## config.mk

```make
export PLATFORM = sky130hd
export DESIGN_NAME = byte_sad_unit
export DESIGN_NICKNAME = d
export VERILOG_FILES = /design/src/rtl/sad_pkg.sv /design/src/rtl/sad_lane.sv /design/src/rtl/sad_tree.sv /design/src/rtl/byte_sad_unit.sv
export SDC_FILE = /design/constraint.sdc
export NUM_CORES = 1
export LEC_CHECK = 0
export ABC_AREA = 1
export CAP_MARGIN = 25
export CORE_ASPECT_RATIO = 1.5
export CORE_MARGIN = 5
export CORE_UTILIZATION = 30
export DETAILED_ROUTE_END_ITERATION = 8
export GPL_ROUTABILITY_DRIVEN = 1
export SYNTH_ARGS = -nofsm -noshare
export SYNTH_HDL_FRONTEND = slang
export SYNTH_HIERARCHICAL = 1
export SYNTH_SLANG_ARGS = --single-unit
```

## constraint.sdc

```tcl
create_clock -name clk -period 6.89 [get_ports clk]
set_clock_uncertainty 0.15 [all_clocks]
set_input_delay 2.067 -clock clk [delete_from_list [all_inputs] [get_ports clk]]
set_output_delay 2.067 -clock clk [all_outputs]
set_load 0.03 [all_outputs]
```

## src/rtl/sad_pkg.sv

```systemverilog
package sad_pkg;
    localparam int SAD_LANES    = 4;
    localparam int SAD_LANE_W   = 8;
    localparam int SAD_IDX_W    = 4;
    localparam int SAD_SKIP_IDX = 15;

    typedef logic [SAD_IDX_W-1:0] acc_sel_t;
endpackage

```

## src/rtl/sad_lane.sv

```systemverilog
module sad_lane #(
    parameter int LANE_W = 8
) (
    input  logic [LANE_W-1:0] lane_a,
    input  logic [LANE_W-1:0] lane_b,
    output logic [LANE_W-1:0] lane_mag
);
    logic [LANE_W:0] diff_ext;

    always_comb begin
        diff_ext = {1'b0, lane_a} - {1'b0, lane_b};
        if (diff_ext[LANE_W]) begin
            lane_mag = LANE_W'(-diff_ext[LANE_W-1:0]);
        end else begin
            lane_mag = diff_ext[LANE_W-1:0];
        end
    end
endmodule

```

## src/rtl/sad_tree.sv

```systemverilog
module sad_tree #(
    parameter int LANES  = 4,
    parameter int LANE_W = 8,
    parameter int SUM_W  = LANE_W + $clog2(LANES)
) (
    input  logic [LANES*LANE_W-1:0] leaf_flat,
    output logic [SUM_W-1:0]        tree_sum
);
    localparam int NODES = 2 * LANES - 1;

    logic [SUM_W-1:0] node [NODES];

    for (genvar k = 0; k < LANES; k++) begin : g_leaf
        assign node[LANES-1+k] = SUM_W'(leaf_flat[k*LANE_W +: LANE_W]);
    end

    for (genvar i = 0; i < LANES - 1; i++) begin : g_add
        assign node[i] = node[2*i+1] + node[2*i+2];
    end

    assign tree_sum = node[0];
endmodule

```

## src/rtl/byte_sad_unit.sv

```systemverilog
module byte_sad_unit
    import sad_pkg::*;
#(
    parameter int LANES    = SAD_LANES,
    parameter int LANE_W   = SAD_LANE_W,
    parameter int IDX_W    = SAD_IDX_W,
    parameter int SKIP_IDX = SAD_SKIP_IDX
) (
    input  logic                     clk,
    input  logic                     rst_n,
    input  logic                     op_valid,
    input  logic [LANES*LANE_W-1:0]  op_a,
    input  logic [LANES*LANE_W-1:0]  op_b,
    input  logic [IDX_W-1:0]         acc_sel,
    input  logic [LANES*LANE_W-1:0]  acc_val,
    output logic                     res_valid,
    output logic [LANES*LANE_W-1:0]  res_sum
);
    localparam int DATA_W  = LANES * LANE_W;
    localparam int SUM_W   = LANE_W + $clog2(LANES);
    localparam int MAX_SUM = LANES * ((1 << LANE_W) - 1);

    typedef struct packed {
        logic              valid;
        logic [DATA_W-1:0] sum;
    } sad_state_t;

    sad_state_t state_d, state_q;

    logic [DATA_W-1:0] mag_flat;
    logic [SUM_W-1:0]  lane_total;
    logic              use_acc;

    for (genvar k = 0; k < LANES; k++) begin : g_lane
        sad_lane #(.LANE_W(LANE_W)) u_lane (
            .lane_a  (op_a[k*LANE_W +: LANE_W]),
            .lane_b  (op_b[k*LANE_W +: LANE_W]),
            .lane_mag(mag_flat[k*LANE_W +: LANE_W])
        );

        // lane magnitude closes the gap between the smaller and larger byte
        a_r3_lane_mag: assert property (@(posedge clk) disable iff (!rst_n)
            (op_a[k*LANE_W +: LANE_W] >= op_b[k*LANE_W +: LANE_W])
                ? ({1'b0, op_b[k*LANE_W +: LANE_W]} + {1'b0, mag_flat[k*LANE_W +: LANE_W]}
                   == {1'b0, op_a[k*LANE_W +: LANE_W]})
                : ({1'b0, op_a[k*LANE_W +: LANE_W]} + {1'b0, mag_flat[k*LANE_W +: LANE_W]}
                   == {1'b0, op_b[k*LANE_W +: LANE_W]}));
    end

    sad_tree #(.LANES(LANES), .LANE_W(LANE_W), .SUM_W(SUM_W)) u_tree (
        .leaf_flat(mag_flat),
        .tree_sum (lane_total)
    );

    always_comb begin
        use_acc       = (acc_sel != IDX_W'(SKIP_IDX));
        state_d       = state_q;
        state_d.valid = op_valid;
        if (op_valid) begin
            state_d.sum = DATA_W'(lane_total) + (use_acc ? acc_val : '0);
        end
    end

    always_ff @(posedge clk) begin
        if (!rst_n) begin
            state_q <= '0;
        end else begin
            state_q <= state_d;
        end
    end

    assign res_valid = state_q.valid;
    assign res_sum   = state_q.sum;

    // one result flag per accepted operation, one cycle later
    a_r2_valid_follows: assert property (@(posedge clk) disable iff (!rst_n)
        op_valid |=> res_valid);
    a_r2_no_spurious: assert property (@(posedge clk) disable iff (!rst_n)
        !op_valid |=> !res_valid);
    // idle cycles keep the result
    a_r8_hold: assert property (@(posedge clk) disable iff (!rst_n)
        !op_valid |=> $stable(res_sum));
    // bare sum never exceeds the lane bound
    a_r5_bound: assert property (@(posedge clk) disable iff (!rst_n)
        (op_valid && acc_sel == IDX_W'(SKIP_IDX)) |=> (res_sum <= DATA_W'(MAX_SUM)));
endmodule

```

==> results of run 1 <==
-- cells in the final DEF (no fill, tap or decap), types with 7 or more instances in the layout --
cell                              synthesis  final
sky130_fd_sc_hd__inv_2                   10     56
sky130_fd_sc_hd__xor2_1                   8      7
sky130_fd_sc_hd__nor2_2                  14     19
sky130_fd_sc_hd__o21ai_0                 24     16
sky130_fd_sc_hd__a21oi_4                  0      7
sky130_fd_sc_hd__nand2_1                329    253
sky130_fd_sc_hd__a21oi_1                 29     16
sky130_fd_sc_hd__nand4_1                 12     12
sky130_fd_sc_hd__o21ai_2                  0      7
sky130_fd_sc_hd__nand3_1                 75     57
sky130_fd_sc_hd__buf_4                    2    125
sky130_fd_sc_hd__buf_6                    7     20
sky130_fd_sc_hd__ha_1                    55     20
sky130_fd_sc_hd__a21oi_2                  4     10
sky130_fd_sc_hd__inv_1                  234    179
sky130_fd_sc_hd__nand2_2                 31     86
sky130_fd_sc_hd__ha_4                     0     33
sky130_fd_sc_hd__nand3b_1                 9      9
sky130_fd_sc_hd__inv_4                    0      9
sky130_fd_sc_hd__fa_1                    21     17
sky130_fd_sc_hd__nand2_4                  6     27
sky130_fd_sc_hd__nor2_4                  11     27
sky130_fd_sc_hd__clkdlybuf4s50_1          0     97
sky130_fd_sc_hd__nand3_2                 23     36
sky130_fd_sc_hd__dlymetal6s2s_1           0     33
sky130_fd_sc_hd__dfxtp_1                 33     33
sky130_fd_sc_hd__nor2_1                  89     68
sky130_fd_sc_hd__xnor2_1                 16     12
-- power by group --
| group | total, mW | switching (mW) | internal [mW] |
|---|---|---|---|
| registers | 0.259 | 0.0231 | 0.235 |
| clock network | 0.269 | 0.0888 | 0.180 |
| logic | 5.43 | 2.90 | 2.53 |
-- critical path: cells and delay by family --
family / cells / cell delay (ps)
compound gates: 5 / 750
xor+xnor: 2 / 300
fa+ha+maj: 5 / 1730
buf+inv: 5 / 890
simple gates: 10 / 940
-- layer usage --
layer  track usage (%)  part of all wire (%)  vias to the layer above
li1                  -                     -                     3825
met1              14.7                    34                     3321
met2              32.7                    58                      171
met3              1.70                   4.7                       42
met4              4.97                   3.3                        2
met5                 0                 0.064                        -
-- state kept, by name, indices dropped and copies added (netlist names) --
name       cells
res_sum       32
res_valid      1
-- kinds of logic after synthesis --
family,Yosys count
buffers and inverters,265
DFF,33
adders and majority gates,76
AOI/OAI and AO/OA,77
xor gates and xnor gates,24
and+or+nand+nor,607
-- Yosys cell counts (5+ instances only) --
cell type | number | share of area [%]
sky130_fd_sc_hd__nand2_1 | 329 | 19
sky130_fd_sc_hd__inv_1 | 234 | 14
sky130_fd_sc_hd__nor2_1 | 89 | 5.2
sky130_fd_sc_hd__nand3_1 | 75 | 5.9
sky130_fd_sc_hd__ha_1 | 55 | 11
sky130_fd_sc_hd__dfxtp_1 | 33 | 10
sky130_fd_sc_hd__nand2_2 | 31 | 3.0
sky130_fd_sc_hd__a21oi_1 | 29 | 2.3
sky130_fd_sc_hd__o21ai_0 | 24 | 1.9
sky130_fd_sc_hd__nand3_2 | 23 | 3.6
sky130_fd_sc_hd__fa_1 | 21 | 6.6
sky130_fd_sc_hd__xnor2_1 | 16 | 2.2
sky130_fd_sc_hd__nor2_2 | 14 | 1.4
sky130_fd_sc_hd__nand4_1 | 12 | 1.2
sky130_fd_sc_hd__nor2_4 | 11 | 1.9
sky130_fd_sc_hd__inv_2 | 10 | 0.59
sky130_fd_sc_hd__nand3b_1 | 9 | 1.1
sky130_fd_sc_hd__xor2_1 | 8 | 1.1
sky130_fd_sc_hd__buf_6 | 7 | 1.2
sky130_fd_sc_hd__nand2_4 | 6 | 1.1
sky130_fd_sc_hd__clkbuf_1 | 5 | 0.29
sky130_fd_sc_hd__o21ai_1 | 5 | 0.39
-- through the flow --
step                setup WS, ps  utilization [%]
floorplan                   90.4                -
global placement            -709             42.0
detailed placement          -795             42.0
CTS                        -4.91             45.4
global route                -104             50.2
finish                       206             50.2
-- final cells by class --
type | instances | share of cell area (%)
Multi-Input combinational cell | 784 | 55.4
Timing Repair Buffer | 278 | 24.5
Clock inverter | 2 | 0.356
Sequential cell | 33 | 6.27
Clock buffer | 6 | 1.32
Tap cell | 268 | 3.18
Inverter | 248 | 9.04
-- how the worst min path moves through the flow --
stage	from	to	slack, ps	depth (start not counted)
after floorplan	res_sum[0]$_SDFFE_PN0P_	res_sum[0]$_SDFFE_PN0P_	490	2
after global placement	res_sum[0]$_SDFFE_PN0P_	res_sum[0]$_SDFFE_PN0P_	340	2
after detailed placement	res_sum[0]$_SDFFE_PN0P_	res_sum[0]$_SDFFE_PN0P_	360	2
after CTS	res_sum[18]$_SDFFE_PN0P_	res_sum[18]$_SDFFE_PN0P_	370	4
after global routing	res_sum[26]$_SDFFE_PN0P_	res_sum[26]$_SDFFE_PN0P_	410	4
final	res_sum[0]$_SDFFE_PN0P_	res_sum[0]$_SDFFE_PN0P_	370	2
-- repair_timing --
item	in CTS	in global routing
setup buffers	6	16
pin swaps	100	152
gates resized for setup	138	244
hold buffers	0	0
setup endpoints to repair	27	28
gates cloned	0	0
==> results.txt, run 1 <==
The flow ran to the end, and the final reports show no timing, DRC or antenna violations. Headroom to the max-slew limit came out at 40.8%. The number of enable flip-flop cells after synthesis is 0. The startpoint identified for the worst register-to-register timing path is res_sum[2]$_SDFFE_PN0P_. The die outline height is 188 µm. The adder-cell area share of the yosys netlist came out at 17.4%. The CTS tree is done. Registers take 661 µm². The count of pins over their slew limit was 0. The critical path in this run is classified as input port to register. The arrival time of the worst setup path is 6700 ps. The standard cell with the maximum stage delay on the critical path is sky130_fd_sc_hd__fa_1. The H-tree was split into 2 levels. The total routing usage reported by global routing is 15.5%. The pin count of the biggest net entering global routing is 38.

The number of nets produced by synthesis came out at 1261. Setup repair after global routing could not meet its margin everywhere. Based on the critical path, the design can be clocked at up to 150 MHz. The post-route netlist has 36.8% of its cells at a drive strength greater than 1. The top-level I/O count is 136. The length in cells of the worst reg-to-reg path came out at 3. Compared with the post-synthesis result, the final layout area differs by 65.6%. The analysis attributes to cell leakage a power of 5.60 nW. The maximum fanout along the worst path is 8.

The first-pass iteration count of the detailed router is 4. The instance count after placement with tap cells included came out at 1589. The violation count after the first detailed-route iteration came out at 284. The time the final worst path needs with I/O delays and setup is 6680 ps. The final critical path takes up 97.0% of the cycle. Row generation in the floorplan step produced 65 rows. On the final layout, the worst hold slack is 367 ps.

The endpoint identified for the worst register-to-register timing path is res_sum[2]$_SDFFE_PN0P_. The multiplexer share of the synthesized area is 0%. The total routed wirelength came out at 20.2 mm. The total cell area at the placement stage is 8820 µm².

For this design the ratio of total power to cell area is 565 nW/µm². The region available for standard cell placement spans 21000 µm². The synthesized netlist cell count is 1082. After the flow finishes, the layout carries non-filler instances totaling 1619. The number of vias after detailed routing is 7361. The final instance area is 10500 µm².

The maximum clock insertion buffer count is 2. The design draws 5.95 mW. Sequential elements use 10.4% of the synthesized area. The via density per instance came out at 4.55.

The cell area after synthesis is 6370 µm². The placed wire-length estimate is 16.3 mm. The accumulated negative setup slack came out at 0 ps. The overall die width came out at 129 µm. In this run the worst setup path begins at op_a[15]. The share of async-settable or async-resettable flops after synthesis came out at 0%. The largest stage delay on the critical path is 530 ps.

The master cell of the clock root buffer is sky130_fd_sc_hd__clkbuf_16. The via count of the first global-routing pass came to 7071. The clock network latency to the later pin of the worst-skew pair came out at 280 ps. The endpoint required time on the critical path came out at 6900 ps.

The number of antenna violations at the first check in global routing is 1. The wire length of the first global-routing pass is 31.1 mm. The number of unique standard cell types used by synthesis came out at 40. The clock net in this run drives a total of 33 sinks.

The synthesized netlist devotes 44.8% of its cell area to simple gates. In this run the worst setup path terminates at res_sum[12]$_SDFFE_PN0P_. For this run, the leading register cell type out of synthesis is sky130_fd_sc_hd__dfxtp_1. The worst-case IR drop observed on VDD is 551 µV. The internal reg-to-reg setup slack came out at 6000 ps. The final RePlAce weighted congestion is 0.915. The post-detailed-route wirelength per cell is 12.5 µm. The antenna diode instance count came out at 0. The actual transition at the worst max-transition pin came out at 886 ps. In this run the tool buffered the top-level ports with 135 buffer cells. The area of the die is 24300 µm². The number of warnings issued by yosys came out at 6. The number of filler cells placed in the layout is 2113. The overall overflow remaining after global route is 0.

The xor and xnor area share after synthesis came out at 3.30%. The number of failing setup endpoints in the final timing report is 0. The mean cell area of the mapped netlist came out at 5.88 µm².

The max capacitance violation total is 0. The number of buffers created by CTS came out at 5. The worst setup path is launched from an input port. The initial utilization of the core area, before any placement, comes to 30.3%. The compound-gate portion of the synthesized area came out at 7.17%.

The net count of the finished layout is 1529. The path class of the tightest hold or removal check is register to register. The total of flip-flops plus latches after synthesis came out at 33. The worst setup path is captured at a register. The number of remaining DRC errors came out at 0. The final count of hold timing violations is 0.

The most numerous cell type found on the critical path is sky130_fd_sc_hd__nand2_2. The area taken by multi-input logic gates is 5840 µm². The clock slew at the register clock pins of the worst setup and hold paths came out at 60 ps.

By area, the combinational part of the netlist is dominated by simple AND/OR/NAND/NOR gates. The residual antenna-violating net count after detailed routing is 0.
(Power assumes the default switching activity.)
==> inputs of run 2 (changes only) <==
--- a/config.mk
+++ b/config.mk
@@ -14,2 +14,3 @@
 export GPL_ROUTABILITY_DRIVEN = 1
+export GPL_TIMING_DRIVEN = 0
 export SYNTH_ARGS = -nofsm -noshare
==> constraint.sdc (replaced) <==
create_clock -name clk -period 6.89 [get_ports clk]
set_clock_uncertainty 0.15 [all_clocks]
set_input_delay 1.378 -clock clk [delete_from_list [all_inputs] [get_ports clk]]
set_output_delay 1.378 -clock clk [all_outputs]
set_load 0.03 [all_outputs]
==> run 2 against run 1 <==
  * Sequential share of layout area rose by 1.6 points
  * First-iteration DRC count fell by 18%
  * Utilization decreased by 10 points
  * Total power fell by 31%
  * Cell count down 7.8%
  * Wire length down 13%
  * Cell area down 20%
  * Critical path depth up 3
  * Sequential power barely moved
  * Critical endpoint is now res_sum[22]$_SDFFE_PN0P_
==> results.txt, run 2 (synthesized netlist as in run 1, its figures left out) <==
The utilization of the core after routing came out at 40.2% (-10 points). The max capacitance violation total was 0 (unchanged). The number of failing setup endpoints in the final timing report is 0 (unchanged). The actual transition at the worst max-transition pin is 463 ps (-424 ps). The most common library cell in the layout ignoring fill and taps is sky130_fd_sc_hd__nand2_1. The endpoint class of the critical path is a register.

The area of the die is 24300 µm² (unchanged). The largest stage delay on the critical path is 520 ps (about the same). The slowest stage of the critical path belongs to the cell sky130_fd_sc_hd__fa_2. Setup repair after global routing left no endpoint under its margin.

Counting flops per register, the top entry is res_sum. The total routing usage reported by global routing is 14.2% (-1.3 points). The via count of the first global-routing pass is 6507 (-8.0%). TritonCTS built the clock tree. The tree is rooted in a sky130_fd_sc_hd__clkbuf_16.

The starting density of the core was 30.3% (unchanged). The total routed wirelength was 17.5 mm (-13%). The wire length of the first global-routing pass came out at 28.6 mm (-8.3%). The leakage power of the design is 4.53 nW (-19%). The pin count of the biggest net entering global routing is 11 (-71%).

The count of placed standard cells in the final layout, fillers left out came out at 1492 (-7.8%). The time the final worst path needs with I/O delays and setup came out at 6470 ps (-214 ps). The accumulated negative setup slack is 0 ps (unchanged).

The die outline height is 188 µm (unchanged). The cell seen most often among critical-path stages is sky130_fd_sc_hd__nand2_1. The number of remaining DRC errors came out at 0 (unchanged). The sequential share of power is 6.4% (+2.1 points). The ratio of cells with drive above 1 in the final layout is 13.2% (-24 points). The flip-flop count of the largest register, all copies and words added is 32 (unchanged). The top achievable clock speed is 155 MHz (+3.3%). The count of pins over their slew limit is 0 (unchanged). The count of port buffers added during placement came out at 134 (-0.74%).

The type of origin of the critical path is an input port. The number of vias after detailed routing is 6675 (-9.3%). The maximum clock insertion buffer count came to 2 (unchanged).

The top-level I/O count is 136 (unchanged). The maximum fanout along the worst path came out at 5 (-3). The number of buffers created by CTS came out at 5 (unchanged). The clock slew at the register clock pins of the worst setup and hold paths is 50 ps (about the same). Leaving out fill and tap cells, the most frequent cells in the layout are sky130_fd_sc_hd__nand2_1 (321), sky130_fd_sc_hd__inv_1 (229), sky130_fd_sc_hd__clkdlybuf4s50_1 (134).

The placed wire-length estimate is 15.3 mm (-5.8%). The post-detailed-route wirelength per cell is 11.7 µm (-6.0%). The clock network latency to the later pin of the worst-skew pair is 280 ps (about the same). The internal power is 1.85 mW (-37%). The sink count of the clock tree is 33 (unchanged). The worst hold slack is 370 ps (+3.92 ps). The endpoint required time on the critical path is 6920 ps (+20 ps).

In this run the worst hold path is classified as register to register. The switching fraction of total power is 54.7% (+4.2 points). The critical path in this run is classified as input port to register. The final-stage net count is 1403 (-8.2%). The overall die width is 129 µm (unchanged). The CTS H-tree depth is 2 (unchanged). The violation count after the first detailed-route iteration is 234 (-18%). The first-pass iteration count of the detailed router is 5 (+1). The residual antenna-violating net count after detailed routing is 0 (unchanged).

The total power density per cell area came to 484 nW/µm² (-14%). The instance count after placement with tap cells included came out at 1484 (-6.6%). The antenna diode instance count is 0 (unchanged). The worst-case headroom to the max-slew limit is 69.2% (+28 points). The final count of hold timing violations is 0 (unchanged). The overall overflow remaining after global route is 0 (unchanged).

The worst voltage drop across the vdd grid is 448 µV (-19%). The area overhead of the layout relative to synthesis is 32.4%. The total net switching power is 2.23 mW (-26%).

The site row count came out at 65 (unchanged). The number of antenna violations at the first check in global routing is 1 (unchanged). The total power consumption of the routed design is 4.08 mW (-31%). The run finished with clean final reports.

The via density per instance is 4.47 (-1.6%). The arrival time of the worst setup path is 6500 ps (-200 ps). The area of the core came out at 21000 µm² (unchanged). The combinational group share of total power came out at 87.5% (-3.6 points).

The part of the cycle the worst path needs came out at 93.9% (-3.1 points). The final RePlAce weighted congestion came out at 0.953 (+4.2%). The portion of total power attributed to the clock network is 6.2% (+1.7 points).
## run 2: worst max-delay path, delay by kind of cell
family / cells / cell delay, ps
AO/OA/AOI/OAI: 1 / 130
XOR/XNOR: 1 / 150
adder cells (fa/ha/maj): 7 / 2630
buffers and inverters: 7 / 880
AND/OR/NAND/NOR: 14 / 1320
## run 2: timing repair
action                                  4_1_cts  5_1_grt
pin swaps                                     1       13
hold buffers                                  0        0
hold endpoints to repair                      0        0
setup buffers                                 0        1
resized for setup                             2       44
endpoints found under the setup margin        3       25
cloned                                        0        0
## run 2: final cells by class
| type | instances | area (µm²) |
|---|---|---|
| Fill cell | 2313 | 12500 |
| Timing Repair Buffer | 135 | 1350 |
| Tap cell | 268 | 335 |
| Inverter | 248 | 931 |
| Multi-Input combinational cell | 784 | 4850 |
| Buffer | 17 | 145 |
| Clock buffer | 5 | 125 |
| Sequential cell | 33 | 661 |
| Clock inverter | 2 | 35.0 |
## run 2: routing by layer
metal	global-route usage (%)	part of all wire, %
met1	14.3	37
met2	29.4	57
met5	0	0.074
met4	3.76	2.0
met3	1.82	4.5
## run 2: power by group through the flow
stage          sequential [mW]  combinational [mW]  clock (mW)
3_5_place_dp             0.264                3.10           0
4_1_cts                  0.261                3.13       0.255
2_1_floorplan            0.333                2.25           0
3_3_place_gp             0.264                3.08           0
6_report                 0.259                3.57       0.252
5_1_grt                  0.265                4.02       0.264
## run 2: final timing paths
check	startpoint	endpoint	slack, ps	depth (start not counted)
worst max-delay path	op_b[8]	res_sum[22]$_SDFFE_PN0P_	420	30
worst min-delay path	res_sum[0]$_SDFFE_PN0P_	res_sum[0]$_SDFFE_PN0P_	370	2
worst max register to register	res_sum[2]$_SDFFE_PN0P_	res_sum[2]$_SDFFE_PN0P_	5960	3
worst min register to register	res_sum[0]$_SDFFE_PN0P_	res_sum[0]$_SDFFE_PN0P_	370	2
## run 2: per-stage QoR
stage               setup WS [ps]  instance area (µm²)
floorplan                     779                 6370
global placement             -360                 8040
detailed placement           -372                 8040
CTS                          35.4                 8210
global route                 4.67                 8430
finish                        420                 8430
==> inputs of run 3 (changes only) <==
- CORE_UTILIZATION: 30 -> 41
- MAX_ROUTING_LAYER: unset -> met4
- PLACE_DENSITY: unset -> 0.69
==> run 3 against run 2 <==
  * Maximum frequency decreased by 1.2%
  * Largest power group unchanged
  * Global-route usage is 5.1 points higher
  * Clock power increased by 17%
==> results.txt, run 3 (synthesized netlist as in run 1, its figures left out) <==
The critical path startpoint is op_b[0]. The residual antenna-violating net count after detailed routing came out at 0 (unchanged). The violation count after the first detailed-route iteration came out at 267 (+14%). The topmost layer with routed signal wires is met4.

The met3 wirelength from detailed routing is 620 µm (-21%). In this run the critical register-to-register path is launched from res_sum[2]$_SDFFE_PN0P_. In the layout the commonest cells are sky130_fd_sc_hd__nand2_1 (327), sky130_fd_sc_hd__inv_1 (230), sky130_fd_sc_hd__clkdlybuf4s50_1 (134). The area taken by multi-input logic gates came out at 4810 µm² (-0.95%). The critical path ends at res_sum[28]$_SDFFE_PN0P_. The via density per instance is 4.72 (+5.5%).

The endpoint of the most critical register-to-register path is res_sum[2]$_SDFFE_PN0P_. The number of filler cells placed in the layout is 1566 (-32%). The arrival time of the worst setup path was 6580 ps (+80 ps). The met1 wire length came out at 6.06 mm (-5.6%). The cell seen most often among critical-path stages is sky130_fd_sc_hd__nand2_1. The footprint of the flip-flops and latches came out at 661 µm² (unchanged). The CTS H-tree depth is 2 (unchanged). The pin count of the biggest net entering global routing is 12 (+1).

The area of the die is 18200 µm² (-25%). The number of buffers created by CTS came out at 5 (unchanged). The root buffer cell chosen for the clock tree is sky130_fd_sc_hd__clkbuf_16. The clock slew at the register clock pins of the worst setup and hold paths was 50 ps (about the same). The maximum clock insertion buffer count is 2 (unchanged). The number of failing setup endpoints in the final timing report came out at 0 (unchanged). The flip-flop count of the largest register, all copies and words added came to 32 (unchanged). The count of pins over their slew limit is 0 (unchanged). The actual transition at the worst max-transition pin came to 487 ps (+24.4 ps). The met2 wirelength from detailed routing is 10.1 mm (+1.9%). The area overhead of the layout relative to synthesis came out at 31.1%.

The via count of the first global-routing pass came out at 6438 (-1.1%). The starting density of the core is 41.9% (+12 points). The die outline height came out at 163 µm (-14%). The flow ran to the end, and the final reports show no timing, DRC or antenna violations. The total power density per cell area is 486 nW/µm² (+0.49%). The ratio of cells with drive above 1 in the final layout is 12.7% (-0.52 points). The path class of the tightest hold or removal check is register to register.

The internal reg-to-reg setup slack is 6000 ps (+40 ps). The length in cells of the worst reg-to-reg path came out at 3 (unchanged). The overall die width came out at 112 µm (-13%). The worst voltage drop across the vdd grid came out at 325 µV (-27%).

The final-stage net count came to 1405 (+0.14%). res_sum holds more flip-flops than any other register. The largest stage delay on the critical path came to 500 ps (-20 ps). The part of the cycle the worst path needs was 95.0% (+1.1 points). The endpoint required time on the critical path is 6930 ps (about the same).

The overall overflow remaining after global route is 0 (unchanged). The top achievable clock speed was 153 MHz (-1.2%). The maximum fanout along the worst path came to 10 (+5). The wire length of the first global-routing pass is 28.4 mm (-0.75%). STA classifies the critical path startpoint as an input port. The number of remaining DRC errors is 0 (unchanged). The worst hold slack is 369 ps (-1.02 ps). The placed wire-length estimate is 15.2 mm (-0.56%).

The antenna diode instance count came out at 0 (unchanged). The total routed wirelength is 17.3 mm (-0.95%). The leakage power of the design was 4.54 nW (+0.21%). The area of the core is 15200 µm² (-28%). The number of antenna violations at the first check in global routing is 0 (-1). The sink count of the clock tree came to 33 (unchanged). The critical setup path kind is input port to register. Leaving out fill and tap cells, the most frequent cell in the layout is sky130_fd_sc_hd__nand2_1. The max capacitance violation total is 0 (unchanged). The cts-stage hold buffer count is 0 (unchanged). The top-level I/O count is 136 (unchanged). The final count of hold timing violations came out at 0 (unchanged). The final RePlAce weighted congestion came to 0.976 (+2.4%). The count of port buffers added during placement is 134 (unchanged). The total power consumption of the routed design came out at 4.06 mW (-0.55%). The total routing usage reported by global routing came to 19.3% (+5.1 points). The first-pass iteration count of the detailed router came out at 5 (unchanged). The number of vias after detailed routing came out at 6733 (+0.87%). The utilization of the core after routing came to 54.9% (+15 points). TritonCTS built the clock tree.

The worst-case headroom to the max-slew limit was 67.5% (-1.6 points). The clock network latency to the later pin of the worst-skew pair is 280 ps (about the same). The time the final worst path needs with I/O delays and setup came out at 6540 ps (+75.3 ps).

The site row count is 55 (-15%). The standard cell with the maximum stage delay on the critical path is sky130_fd_sc_hd__fa_1. The endpoint class of the critical path is a register. The post-detailed-route wirelength per cell came to 12.1 µm (+3.6%).
[run 3: cell types whose count changed in the layout (fill, tap and decap cells not counted), moves of 2 or more]
cell	delta
sky130_fd_sc_hd__xnor2_2	-2
sky130_fd_sc_hd__xnor2_1	+2
sky130_fd_sc_hd__o21ai_2	-2
sky130_fd_sc_hd__o21ai_1	+2
sky130_fd_sc_hd__buf_4	+2
sky130_fd_sc_hd__a31oi_4	-2
sky130_fd_sc_hd__nand2_1	+6
sky130_fd_sc_hd__nand2_2	-7
sky130_fd_sc_hd__a31oi_2	+2
[run 3: worst min-delay path by stage]
stage	startpoint	endpoint	slack [ps]	depth (start not counted)
6_report	res_sum[28]$_SDFFE_PN0P_	res_sum[28]$_SDFFE_PN0P_	370	4
2_1_floorplan	res_sum[0]$_SDFFE_PN0P_	res_sum[0]$_SDFFE_PN0P_	490	2
3_5_place_dp	res_sum[28]$_SDFFE_PN0P_	res_sum[28]$_SDFFE_PN0P_	360	4
5_1_grt	res_sum[15]$_SDFFE_PN0P_	res_sum[15]$_SDFFE_PN0P_	400	4
3_3_place_gp	res_sum[10]$_SDFFE_PN0P_	res_sum[10]$_SDFFE_PN0P_	360	2
4_1_cts	res_sum[28]$_SDFFE_PN0P_	res_sum[28]$_SDFFE_PN0P_	370	4
[run 3: routing by layer]
metal	GRT usage, %	vias to the layer above
met4	6.36	0
li1	-	3567
met5	-	-
met3	1.82	34
met2	40.5	148
met1	17.6	2984
[run 3: report_power, final]
part,switching (mW),internal [mW]
logic,2.09,1.41
registers,0.0230,0.235
clock network,0.0898,0.207
[run 3: cell type report]
type	count	area share [%]
Clock inverter	3	0.780
Tap cell	199	2.98
Multi-Input combinational cell	784	57.6
Inverter	248	11.2
Timing Repair Buffer	137	16.3
Sequential cell	33	7.92
Buffer	17	1.74
Clock buffer	5	1.50
[run 3: what timing repair did]
action                                  4_1_cts  5_1_grt
endpoints found under the setup margin        1       23
setup buffers                                 0        3
pin swaps                                     0        6
resized for setup                             1       37
endpoints found under the hold margin         0        0
[run 3: through the flow]
stage,instance area [µm²],instances,setup slack (ps),TNS [ps]
after floorplan,6370,1082,779,0
after global placement,7960,1415,-263,-2350
after detailed placement,7960,1415,-286,-2740
after CTS,8150,1423,9.82,0
after global routing,8350,1426,-4.46,-8.42
final,8350,1426,345,0
[run 3: worst max-delay path, delay by kind of cell]
| kind | cells | cell delay [ps] |
|---|---|---|
| and+or+nand+nor | 19 | 1550 |
| adders and majority gates | 7 | 2440 |
| buffers and inverters | 5 | 830 |
| AOI/OAI and AO/OA | 2 | 370 |
